===== src/rtl/lcdt_pkg.sv =====
package lcdt_pkg;

  localparam int FW    = 12;
  localparam int CNT_W = FW + 2;

  // word indices (byte offset / 4)
  localparam int WI_CTRL  = 0;
  localparam int WI_HBP   = 4;
  localparam int WI_HSY   = 5;
  localparam int WI_HFP   = 6;
  localparam int WI_HACT  = 7;
  localparam int WI_VBP   = 8;
  localparam int WI_VSY   = 9;
  localparam int WI_VFP   = 10;
  localparam int WI_VACT  = 11;
  localparam int WI_HCNT  = 12;
  localparam int WI_VCNT  = 13;
  localparam int WI_YSH   = 16;
  localparam int WI_XSH   = 17;
  localparam int WI_SWW   = 18;
  localparam int WI_SWH   = 19;

  localparam logic [1:0] RUN_CODE = 2'b11;

  typedef struct packed {
    logic [FW-1:0] sync;
    logic [FW-1:0] bp;
    logic [FW-1:0] act;
    logic [FW-1:0] fp;
  } lt_axis_t;

  typedef struct packed {
    logic [FW-1:0] shift;
    logic [FW-1:0] len;
  } lt_win_t;

  function automatic logic [CNT_W-1:0] axis_total(input lt_axis_t c);
    return CNT_W'(c.sync) + CNT_W'(c.bp) + CNT_W'(c.act) + CNT_W'(c.fp);
  endfunction

  function automatic logic [CNT_W-1:0] act_start(input lt_axis_t c);
    return CNT_W'(c.sync) + CNT_W'(c.bp);
  endfunction

  function automatic logic in_span(input logic [CNT_W-1:0] pos,
                                   input logic [CNT_W-1:0] lo,
                                   input logic [FW-1:0]    len);
    logic [CNT_W:0] hi;
    hi = {1'b0, lo} + (CNT_W+1)'(len);
    return ({1'b0, pos} >= {1'b0, lo}) && ({1'b0, pos} < hi);
  endfunction

  function automatic logic win_hit(input logic [CNT_W-1:0] pos,
                                   input logic [FW-1:0]    shift,
                                   input logic [FW-1:0]    len);
    logic [CNT_W-1:0] sh;
    sh = CNT_W'(shift);
    return (pos >= sh) && ((pos - sh) < CNT_W'(len));
  endfunction

endpackage


===== src/rtl/lcdt_regs.sv =====
module lcdt_regs
  import lcdt_pkg::*;
#(
  parameter int ADDR_W = 8,
  parameter int DATA_W = 32
) (
  input  logic              clk,
  input  logic              rst_n,
  input  logic              we,
  input  logic [ADDR_W-1:0] addr,
  input  logic [DATA_W-1:0] wdata,
  input  logic              load,
  input  logic [CNT_W-1:0]  hcnt,
  input  logic [CNT_W-1:0]  vcnt,
  output logic              run,
  output lt_axis_t          h_shd,
  output lt_axis_t          v_shd,
  output lt_win_t           hw_shd,
  output lt_win_t           vw_shd,
  output logic [DATA_W-1:0] rdata
);

  localparam int WIDX_W = ADDR_W - 2;

  logic              aligned;
  logic [WIDX_W-1:0] widx;
  logic [FW-1:0]     wfield;
  logic              unused_wdata_hi;

  logic [1:0] ctrl_q;
  lt_axis_t   h_live, v_live;
  lt_win_t    hw_live, vw_live;

  assign aligned         = (addr[1:0] == 2'b00);
  assign widx            = addr[ADDR_W-1:2];
  assign wfield          = wdata[FW-1:0];
  assign unused_wdata_hi = &{1'b0, wdata[DATA_W-1:FW]};
  assign run             = (ctrl_q == RUN_CODE);

  // live register set, written by software
  always_ff @(posedge clk or negedge rst_n) begin
    if (!rst_n) begin
      ctrl_q  <= '0;
      h_live  <= '0;
      v_live  <= '0;
      hw_live <= '0;
      vw_live <= '0;
    end else if (we && aligned) begin
      case (int'(widx))
        WI_CTRL: ctrl_q        <= wdata[1:0];
        WI_HBP:  h_live.bp     <= wfield;
        WI_HSY:  h_live.sync   <= wfield;
        WI_HFP:  h_live.fp     <= wfield;
        WI_HACT: h_live.act    <= wfield;
        WI_VBP:  v_live.bp     <= wfield;
        WI_VSY:  v_live.sync   <= wfield;
        WI_VFP:  v_live.fp     <= wfield;
        WI_VACT: v_live.act    <= wfield;
        WI_YSH:  vw_live.shift <= wfield;
        WI_XSH:  hw_live.shift <= wfield;
        WI_SWW:  hw_live.len   <= wfield;
        WI_SWH:  vw_live.len   <= wfield;
        default: ;
      endcase
    end
  end

  // working set, copied at frame end or while stopped
  always_ff @(posedge clk or negedge rst_n) begin
    if (!rst_n) begin
      h_shd  <= '0;
      v_shd  <= '0;
      hw_shd <= '0;
      vw_shd <= '0;
    end else if (load) begin
      h_shd  <= h_live;
      v_shd  <= v_live;
      hw_shd <= hw_live;
      vw_shd <= vw_live;
    end
  end

  always_comb begin
    rdata = '0;
    if (aligned) begin
      case (int'(widx))
        WI_CTRL: rdata = DATA_W'(ctrl_q);
        WI_HBP:  rdata = DATA_W'(h_live.bp);
        WI_HSY:  rdata = DATA_W'(h_live.sync);
        WI_HFP:  rdata = DATA_W'(h_live.fp);
        WI_HACT: rdata = DATA_W'(h_live.act);
        WI_VBP:  rdata = DATA_W'(v_live.bp);
        WI_VSY:  rdata = DATA_W'(v_live.sync);
        WI_VFP:  rdata = DATA_W'(v_live.fp);
        WI_VACT: rdata = DATA_W'(v_live.act);
        WI_HCNT: rdata = DATA_W'(hcnt);
        WI_VCNT: rdata = DATA_W'(vcnt);
        WI_YSH:  rdata = DATA_W'(vw_live.shift);
        WI_XSH:  rdata = DATA_W'(hw_live.shift);
        WI_SWW:  rdata = DATA_W'(hw_live.len);
        WI_SWH:  rdata = DATA_W'(vw_live.len);
        default: rdata = '0;
      endcase
    end
  end


  shadow_hold_chk: assert property (@(posedge clk) disable iff (!rst_n)
    !load |=> ($stable(h_shd) && $stable(v_shd) && $stable(hw_shd) && $stable(vw_shd)));

endmodule


===== src/rtl/lcdt_axis.sv =====
module lcdt_axis
  import lcdt_pkg::*;
(
  input  logic             clk,
  input  logic             rst_n,
  input  logic             run,
  input  logic             step,
  input  lt_axis_t         cfg,
  input  lt_win_t          win,
  output logic [CNT_W-1:0] cnt,
  output logic             last,
  output logic             sync_on,
  output logic             act_on,
  output logic             win_on
);

  logic [CNT_W-1:0] total;
  logic [CNT_W-1:0] a_start;
  logic [CNT_W:0]   nxt;

  assign total   = axis_total(cfg);
  assign a_start = act_start(cfg);
  assign nxt     = {1'b0, cnt} + 1'b1;
  assign last    = (nxt >= {1'b0, total});

  always_ff @(posedge clk or negedge rst_n) begin
    if (!rst_n)      cnt <= '0;
    else if (!run)   cnt <= '0;
    else if (step)   cnt <= last ? '0 : nxt[CNT_W-1:0];
  end

  assign sync_on = (cnt < CNT_W'(cfg.sync));
  assign act_on  = in_span(cnt, a_start, cfg.act);
  assign win_on  = act_on && win_hit(cnt - a_start, win.shift, win.len);


  cnt_range_chk: assert property (@(posedge clk) disable iff (!rst_n)
    (run && (total != '0)) |-> (cnt < total));


  idle_zero_chk: assert property (@(posedge clk) disable iff (!rst_n)
    !run |=> (cnt == '0));

endmodule


===== src/rtl/lcd_timing_gen.sv =====
module lcd_timing_gen
  import lcdt_pkg::*;
#(
  parameter int ADDR_W = 8,
  parameter int DATA_W = 32
) (
  input  logic              clk,
  input  logic              rst_n,
  input  logic              reg_we,
  input  logic [ADDR_W-1:0] reg_addr,
  input  logic [DATA_W-1:0] reg_wdata,
  output logic [DATA_W-1:0] reg_rdata,
  output logic              hsync_n,
  output logic              vsync_n,
  output logic              de,
  output logic              sw_win
);

  logic             run, load;
  lt_axis_t         h_shd, v_shd;
  lt_win_t          hw_shd, vw_shd;
  logic [CNT_W-1:0] h_cnt, v_cnt;
  logic             h_last, v_last, h_wrap, frame_end;
  logic             h_sync_on, v_sync_on, h_act_on, v_act_on, h_win_on, v_win_on;

  assign h_wrap    = run && h_last;
  assign frame_end = h_wrap && v_last;
  assign load      = !run || frame_end;

  lcdt_regs #(.ADDR_W(ADDR_W), .DATA_W(DATA_W)) u_regs (
    .clk(clk), .rst_n(rst_n), .we(reg_we), .addr(reg_addr), .wdata(reg_wdata),
    .load(load), .hcnt(h_cnt), .vcnt(v_cnt), .run(run),
    .h_shd(h_shd), .v_shd(v_shd), .hw_shd(hw_shd), .vw_shd(vw_shd),
    .rdata(reg_rdata)
  );

  lcdt_axis u_hax (
    .clk(clk), .rst_n(rst_n), .run(run), .step(1'b1), .cfg(h_shd), .win(hw_shd),
    .cnt(h_cnt), .last(h_last), .sync_on(h_sync_on), .act_on(h_act_on), .win_on(h_win_on)
  );

  lcdt_axis u_vax (
    .clk(clk), .rst_n(rst_n), .run(run), .step(h_wrap), .cfg(v_shd), .win(vw_shd),
    .cnt(v_cnt), .last(v_last), .sync_on(v_sync_on), .act_on(v_act_on), .win_on(v_win_on)
  );

  assign hsync_n = !(run && h_sync_on);
  assign vsync_n = !(run && v_sync_on);
  assign de      = run && h_act_on && v_act_on;
  assign sw_win  = de && h_win_on && v_win_on;


  line_step_chk: assert property (@(posedge clk) disable iff (!rst_n)
    (run && !h_wrap) |=> $stable(v_cnt));


  sync_outside_active_chk: assert property (@(posedge clk) disable iff (!rst_n)
    de |-> (hsync_n && vsync_n));


  window_in_active_chk: assert property (@(posedge clk) disable iff (!rst_n)
    sw_win |-> de);


  stopped_quiet_chk: assert property (@(posedge clk) disable iff (!rst_n)
    !run |-> (hsync_n && vsync_n && !de && !sw_win));

endmodule


===== config.mk =====
export PLATFORM = sky130hd
export DESIGN_NAME = lcd_timing_gen
export DESIGN_NICKNAME = d
export VERILOG_FILES = /design/src/rtl/lcdt_pkg.sv /design/src/rtl/lcdt_regs.sv /design/src/rtl/lcdt_axis.sv /design/src/rtl/lcd_timing_gen.sv
export SDC_FILE = /design/constraint.sdc
export NUM_CORES = 1
export LEC_CHECK = 0
export BUFFER_PORTS_ARGS = -buffer_cell sky130_fd_sc_hd__clkbuf_2
export CORE_ASPECT_RATIO = 1.4
export CORE_MARGIN = 2
export CORE_UTILIZATION = 60
export CTS_CLUSTER_DIAMETER = 30
export DETAILED_ROUTE_END_ITERATION = 8
export HOLD_SLACK_MARGIN = 0.05
export PLACE_DENSITY_LB_ADDON = 0.3
export REMOVE_ABC_BUFFERS = 1
export SYNTH_ARGS = -nofsm -noshare
export SYNTH_HDL_FRONTEND = slang
export SYNTH_SLANG_ARGS = --single-unit

===== constraint.sdc =====
create_clock -name clk -period 10.4 [get_ports clk]
set_input_delay 1.56 -clock clk [delete_from_list [all_inputs] [get_ports clk]]
set_output_delay 1.56 -clock clk [all_outputs]
set_load 0.01 [all_outputs]

Yosys cells after proc, flatten, opt, wreduce, memory -nomap -nowiden --
Index checks and enable logic that the tools add are counted.
Cells by class: eq/ne operators 16, $add $sub $neg 14, multiplexer cells 7, magnitude comparators 12, reduce and logical (&&, ||, !) cells 34
Operators by type and width (number):
- one-hot mux 14 bit (15 select lines) | 1
- two-way mux 14 bit | 5
- less-than comparator 14 x 12 -> 1 bit | 4
- equality test 6 x 4 -> 1 bit (second input constant) | 6
- two-way mux 32 bit | 1
- adder 14 x 1 -> 15 bit (second input constant) | 2
- adder 14 x 12 -> 15 bit | 2
- greater-or-equal comparator 15 x 14 -> 1 bit | 2
- less-than comparator 14 x 15 -> 1 bit | 2
- adder 13 x 12 -> 14 bit | 2
- adder 14 x 12 -> 14 bit | 2
- greater-or-equal comparator 14 x 12 -> 1 bit | 2
- greater-or-equal comparator 14 bit | 2
- subtractor 14 x 12 -> 14 bit | 2
- subtractor 14 bit | 2
- adder 12 x 12 -> 13 bit | 2
- AND reduction 2 bit | 13
- equality test 6 x 3 -> 1 bit (second input constant) | 4
- equality test 6 x 5 -> 1 bit (second input constant) | 4
- logical AND 1 bit | 15
- zero test 6 bit | 1
- zero test 1 bit | 3
- equality test 2 bit (second input constant) | 1
- zero test 2 bit | 1
- other kinds (2) | 2
Storage, ports and cells: input bits 43, register bits 318, output and inout bits 36, word-level logic and storage cells 110

Logic depth before layout (Yosys ltp) --
depth after elaboration 8, gate-level depth with buffers 29, depth with buffers taken out 29

Hierarchy --
A second synthesis with hierarchy kept.
Unflattened totals: cell total of the unflattened synthesis 2156, area total of the unflattened synthesis 22820.6 um^2
By module, submodules not included:
- lcdt_regs | area each 12460.7 um^2, times used 1, seq. area each 7257.0 um^2, cells each 815
- lcdt_axis (u_hax) | area each 5177.5 um^2, times used 1, seq. area each 350.3 um^2, cells each 656
- lcdt_axis (u_vax) | area each 5142.4 um^2, times used 1, seq. area each 350.3 um^2, cells each 677
- lcd_timing_gen | area each 40.0 um^2, times used 1, seq. area each 0.0 um^2, cells each 8

Worst setup path after synthesis --
No wires, ideal clock.
path type flip-flop to output port, from reg u_regs.v_shd[24] (netlist name), to out sw_win, slack 3.395 ns, arrival 5.445 ns, path buffers 0, required time 8.840 ns, stages on the path, launching flop included 29, cell sequence dfrtp_1 -> ha_1 -> fa_1 -> a21o_1 -> a21oi_1 -> o21bai_1 -> a21oi_1 -> xnor2_1 -> inv_1 -> ha_1 -> a21o_1 -> a21oi_1 -> nand2b_1 -> a21oi_1 -> xnor2_1 -> ha_1 -> and3_1 -> a21oi_1 -> o21ai_0 -> or2_2 -> a21oi_1 -> xnor2_1 -> ha_1 -> nand2_1 -> a21oi_1 -> a311o_1 -> a211oi_2 -> o311ai_1 -> mux2i_1
On the way: word-level cells in the longest chain between the ends 7, elaborated cells between the ends (all ways) 14, classes of those cells 4 x add/sub; 4 x order compare; 6 x reduce/logical
Ends and longest elaborated chain:
- adder 12 x 12 -> 13 bit (*) | line lcdt_pkg.sv:42 | return CNT_W'(c.sync) + CNT_W'(c.bp);
- subtractor 14 bit or adder 14 x 12 -> 15 bit (tied branches) | line lcdt_axis.sv:34, lcdt_pkg.sv:49
- subtractor 14 x 12 -> 14 bit or less-than comparator 14 x 15 -> 1 bit (tied branches) | line lcdt_pkg.sv:58, lcdt_pkg.sv:50
- less-than comparator 14 x 12 -> 1 bit or logical AND 1 bit (tied branches) | line lcdt_pkg.sv:58, lcdt_pkg.sv:50
- logical AND 1 bit, on equally long branches | line lcdt_pkg.sv:58, lcd_timing_gen.sv:49
- logical AND 1 bit, on equally long branches | line lcdt_axis.sv:34, lcd_timing_gen.sv:50
- logical AND 1 bit (*) | line lcd_timing_gen.sv:50 | assign sw_win = de && h_win_on && v_win_on;
- to (decl) | line lcd_timing_gen.sv:16 | output logic sw_win
Mark *: on every way between the ends. The rest lies on a longest branch, timed or not.

Worst setup path after layout --
from reg u_regs.v_shd[36] (netlist name), to out sw_win
On the way: word-level cells in the longest chain between the ends 7, elaborated cells between the ends (all ways) 14, classes of those cells 4 x add/sub; 4 x order compare; 6 x reduce/logical
Ends and longest elaborated chain (line):
- adder 12 x 12 -> 13 bit (*) | lcdt_pkg.sv:42
- subtractor 14 bit or adder 14 x 12 -> 15 bit (tied branches) | lcdt_axis.sv:34, lcdt_pkg.sv:49
- subtractor 14 x 12 -> 14 bit or less-than comparator 14 x 15 -> 1 bit (tied branches) | lcdt_pkg.sv:58, lcdt_pkg.sv:50
- less-than comparator 14 x 12 -> 1 bit or logical AND 1 bit (tied branches) | lcdt_pkg.sv:58, lcdt_pkg.sv:50
- logical AND 1 bit, on equally long branches | lcdt_pkg.sv:58, lcd_timing_gen.sv:49
- logical AND 1 bit, on equally long branches | lcdt_axis.sv:34, lcd_timing_gen.sv:50
- logical AND 1 bit (*) | lcd_timing_gen.sv:50
Marks and branches as above.

==> flow_summary.toml <==
[finish]
final_cell_area_mm2 = 0.0244
diodes = 0
final_nets = 2405
area_delta_synth_final_pct = 11.6
layout_common_cells = "318 x dfrtp_1, 268 x mux2_2, 229 x inv_1"
fin_cells = 2620
layout_commonest_cell = "dfrtp_1"
fillCellCount = 2701
drive_above_1_share = 0.215

[hold_path]
hold_path_class = "register to register"
hold_end = "u_regs.hw_shd[7]"
hold_depth = 1
min_from = "u_regs.hw_shd[7]"

[drt]
first_iter_violations = 955
drtPass1Iterations = 7
num_vias = 16246
ant_nets = 0
drc = 0
finalWirelength_um = 58500
vias_per_cell = 6.20
routedWlPerCell_um = 22.3

[setup_path]
crit_type = "register to output port"
crit_family = "compound AO/OA/AOI/OAI gates"
critPathMaxStageDelay_ns = 0.41
arrival_ns = 7.29
rr_endpoint = "u_regs.h_shd[41]"
cpMaxStageDelayCell = "dfrtp_1"
rrSetupSlack_ns = 2.71
rr_worst_depth = 25
startpoint_type = "register"
end_kind = "output port"
r2r_start = "u_regs.h_shd[24]"
crit_fanout = 5
critical_path_required_ns = 8.84
path_buf_inv = 2
crit_path_frequent_cell = "a21oi_1"

[clock_tree]
holdBufCountCts = 0
clkTransAtPathRegs_ns = 0.06
root_buffer = "clkbuf_16"
tritoncts = "built"
cts_max_level = 2
clk_latency_ns = 0.59
cts_buffers = 57
cts.sinks = 318
ctsLongestPathBuffers = 3
cts_setup_buffers = 0
post_cts_resize_count = 0

[placed_design]
io_buffer_count = 40
post-place-cells = 2517
place_area_mm2 = 0.0224
gp_routability_congestion = 0.919
dp_hpwl_um = 43900
dp_slack_ns = 2.32

[sta]
rsz0062_at_grt = "false"
hold_viol = 0
clock_skew_ns = 0.0213
fmax_mhz = 113
period_share = 0.851
timing.hold.ws_ns = 0.485
setup_slack_ns = 1.55
tightest_slew_ns = 1.07
finalSetupViolCount = 0
max_slew_margin = 0.285
report.final.slew_viol_count = 0
finalCriticalPeriod_ns = 8.85

[floorplan]
die_area_mm2 = 0.0379
dieWidth_um = 165
rows = 82
initial_core_util = 0.610
pin_count = 79
core_region_area_mm2 = 0.0358
die_h_um = 230

[global_route]
antenna_found_initial = 0
grt-ovfl-total = 0
grt.total_usage = 0.318
grt_pass1_vias = 17206
grt_pass1_wl_um = 92100
grt_max_degree = 132

[pwr]
ir_worst_vdd_mv = 0.172
leakagePower_nw = 12.2
pwr-share-comb = 0.263
seq_power_share = 0.311
switching_share = 0.330
p_int_w = 0.00289
p_switching_w = 0.00142
p_per_area_mw_per_mm2 = 177
p_total_w = 0.00432
pwr-share-clk = 0.426

[status]
outcome = "complete, no violations"

[synth]
ys_seq_elements = 318
syn_area_mm2 = 0.0218
async_reset_ff_frac = 1.00
netlist-cell-type-count = 83
syn_inst = 2068
ys_seq_area_frac = 0.365
yosys_warnings = 0
synth_edf_count = 0
syn_avg_cell_area_um2 = 10.6
ys.flop_type = "dfrtp_1"

[flow_run]
cap_violations = 0
==> final cells by class <==
class,count,area (um^2),area share
clock buffers,62,1480,0.0605
clock inverters,41,452,0.0185
inverters,231,867,0.0356
multi-input cells,1444,12600,0.519
flip-flops and latches,318,7960,0.327
well taps,462,578,0.0237
repair buffers,62,388,0.0159
==> how the worst max path moves through the flow <==
stage,start,to,slack (ns),depth (start not counted)
2_1_floorplan,u_regs.h_shd[24],u_regs.h_shd[0],-1.27,24
3_3_place_gp,u_regs.v_shd[24],sw_win,2.49,29
3_5_place_dp,u_regs.v_shd[24],sw_win,2.32,29
4_1_cts,u_regs.v_shd[24],sw_win,1.57,29
5_1_grt,u_regs.v_shd[25],sw_win,1.05,28
6_report,u_regs.v_shd[36],sw_win,1.55,29
==> worst reg2reg max path, cell delays in order (launching register included) <==
cell	delay [ns]
dfrtp_1	0.39
ha_1	0.24
inv_1	0.08
fa_1	0.26
nor2b_4	0.06
o2111a_1	0.30
nor4_1	0.48
or2_1	0.41
inv_2	0.12
fa_1	0.45
ha_1	0.32
inv_1	0.09
o21bai_1	0.08
a21oi_1	0.23
nor2b_1	0.08
o21a_1	0.21
o41ai_1	0.39
xor2_1	0.15
ha_1	0.32
and3_1	0.21
o2111ai_1	0.13
a21oi_1	0.62
nor3_2	0.16
nor2_4	0.85
buf_4	0.55
mux2_2	0.41
==> cells in the mapped netlist, drive strengths merged, types with 27 or more instances <==
cell / number / share of area
xnor2: 85 / 0.034
a221oi: 39 / 0.016
nand2: 64 / 0.011
xor2: 41 / 0.016
a31oi: 27 / 0.0087
mux2: 290 / 0.15
fa: 34 / 0.031
nor2b: 29 / 0.0087
buf: 36 / 0.011
a21o: 42 / 0.014
clkbuf: 56 / 0.0096
nand3: 30 / 0.0071
inv: 231 / 0.040
nor2: 65 / 0.011
ha: 214 / 0.12
dfrtp: 318 / 0.36
o21ai: 64 / 0.015
a21oi: 86 / 0.020
==> layer usage <==
layer	wire (um)	track usage
met5	0	0
met4	3500	0.176
met3	2830	0.0404
met2	29400	0.548
met1	22800	0.381
==> state kept, by name (all words and copies together), names as in the netlist <==
name / count
u_regs.hw_live: 24
u_regs.h_shd: 48
u_regs.vw_live: 24
u_regs.ctrl_q: 2
u_regs.v_live: 48
u_regs.h_live: 48
u_regs.vw_shd: 24
u_regs.hw_shd: 24
u_vax.cnt: 14
u_regs.v_shd: 48
u_hax.cnt: 14
==> cell families (layout without fill, tap and decap cells) <==
family,after synthesis,in the layout,synth area share
AO/OA/AOI/OAI,429,429,0.138
buffers and inverters,323,396,0.0599
flip-flops,318,318,0.365
adder cells (fa/ha/maj),252,252,0.156
AND/OR/NAND/NOR,324,324,0.0777
other,1,18,0.000172
XOR/XNOR,127,127,0.0519
multiplexers,294,294,0.151
==> power groups by stage <==
| stage | logic [W] | clock network (W) | registers, W |
|---|---|---|---|
| final | 0.00113 | 0.00184 | 0.00134 |
| after global routing | 0.00126 | 0.00191 | 0.00135 |
| after CTS | 0.00113 | 0.00186 | 0.00134 |
| after detailed placement | 0.00111 | 0 | 0.00136 |
| after global placement | 0.00106 | 0 | 0.00136 |
| after floorplan | 0.000814 | 0 | 0.00134 |
==> through the flow <==
stage	setup TNS, ns	util
floorplan	-176.45	-
global placement	0	0.627
detailed placement	0	0.627
CTS	0	0.680
global route	0	0.680
finish	0	0.680
No activity file was read; power rests on OpenSTA's default activity.
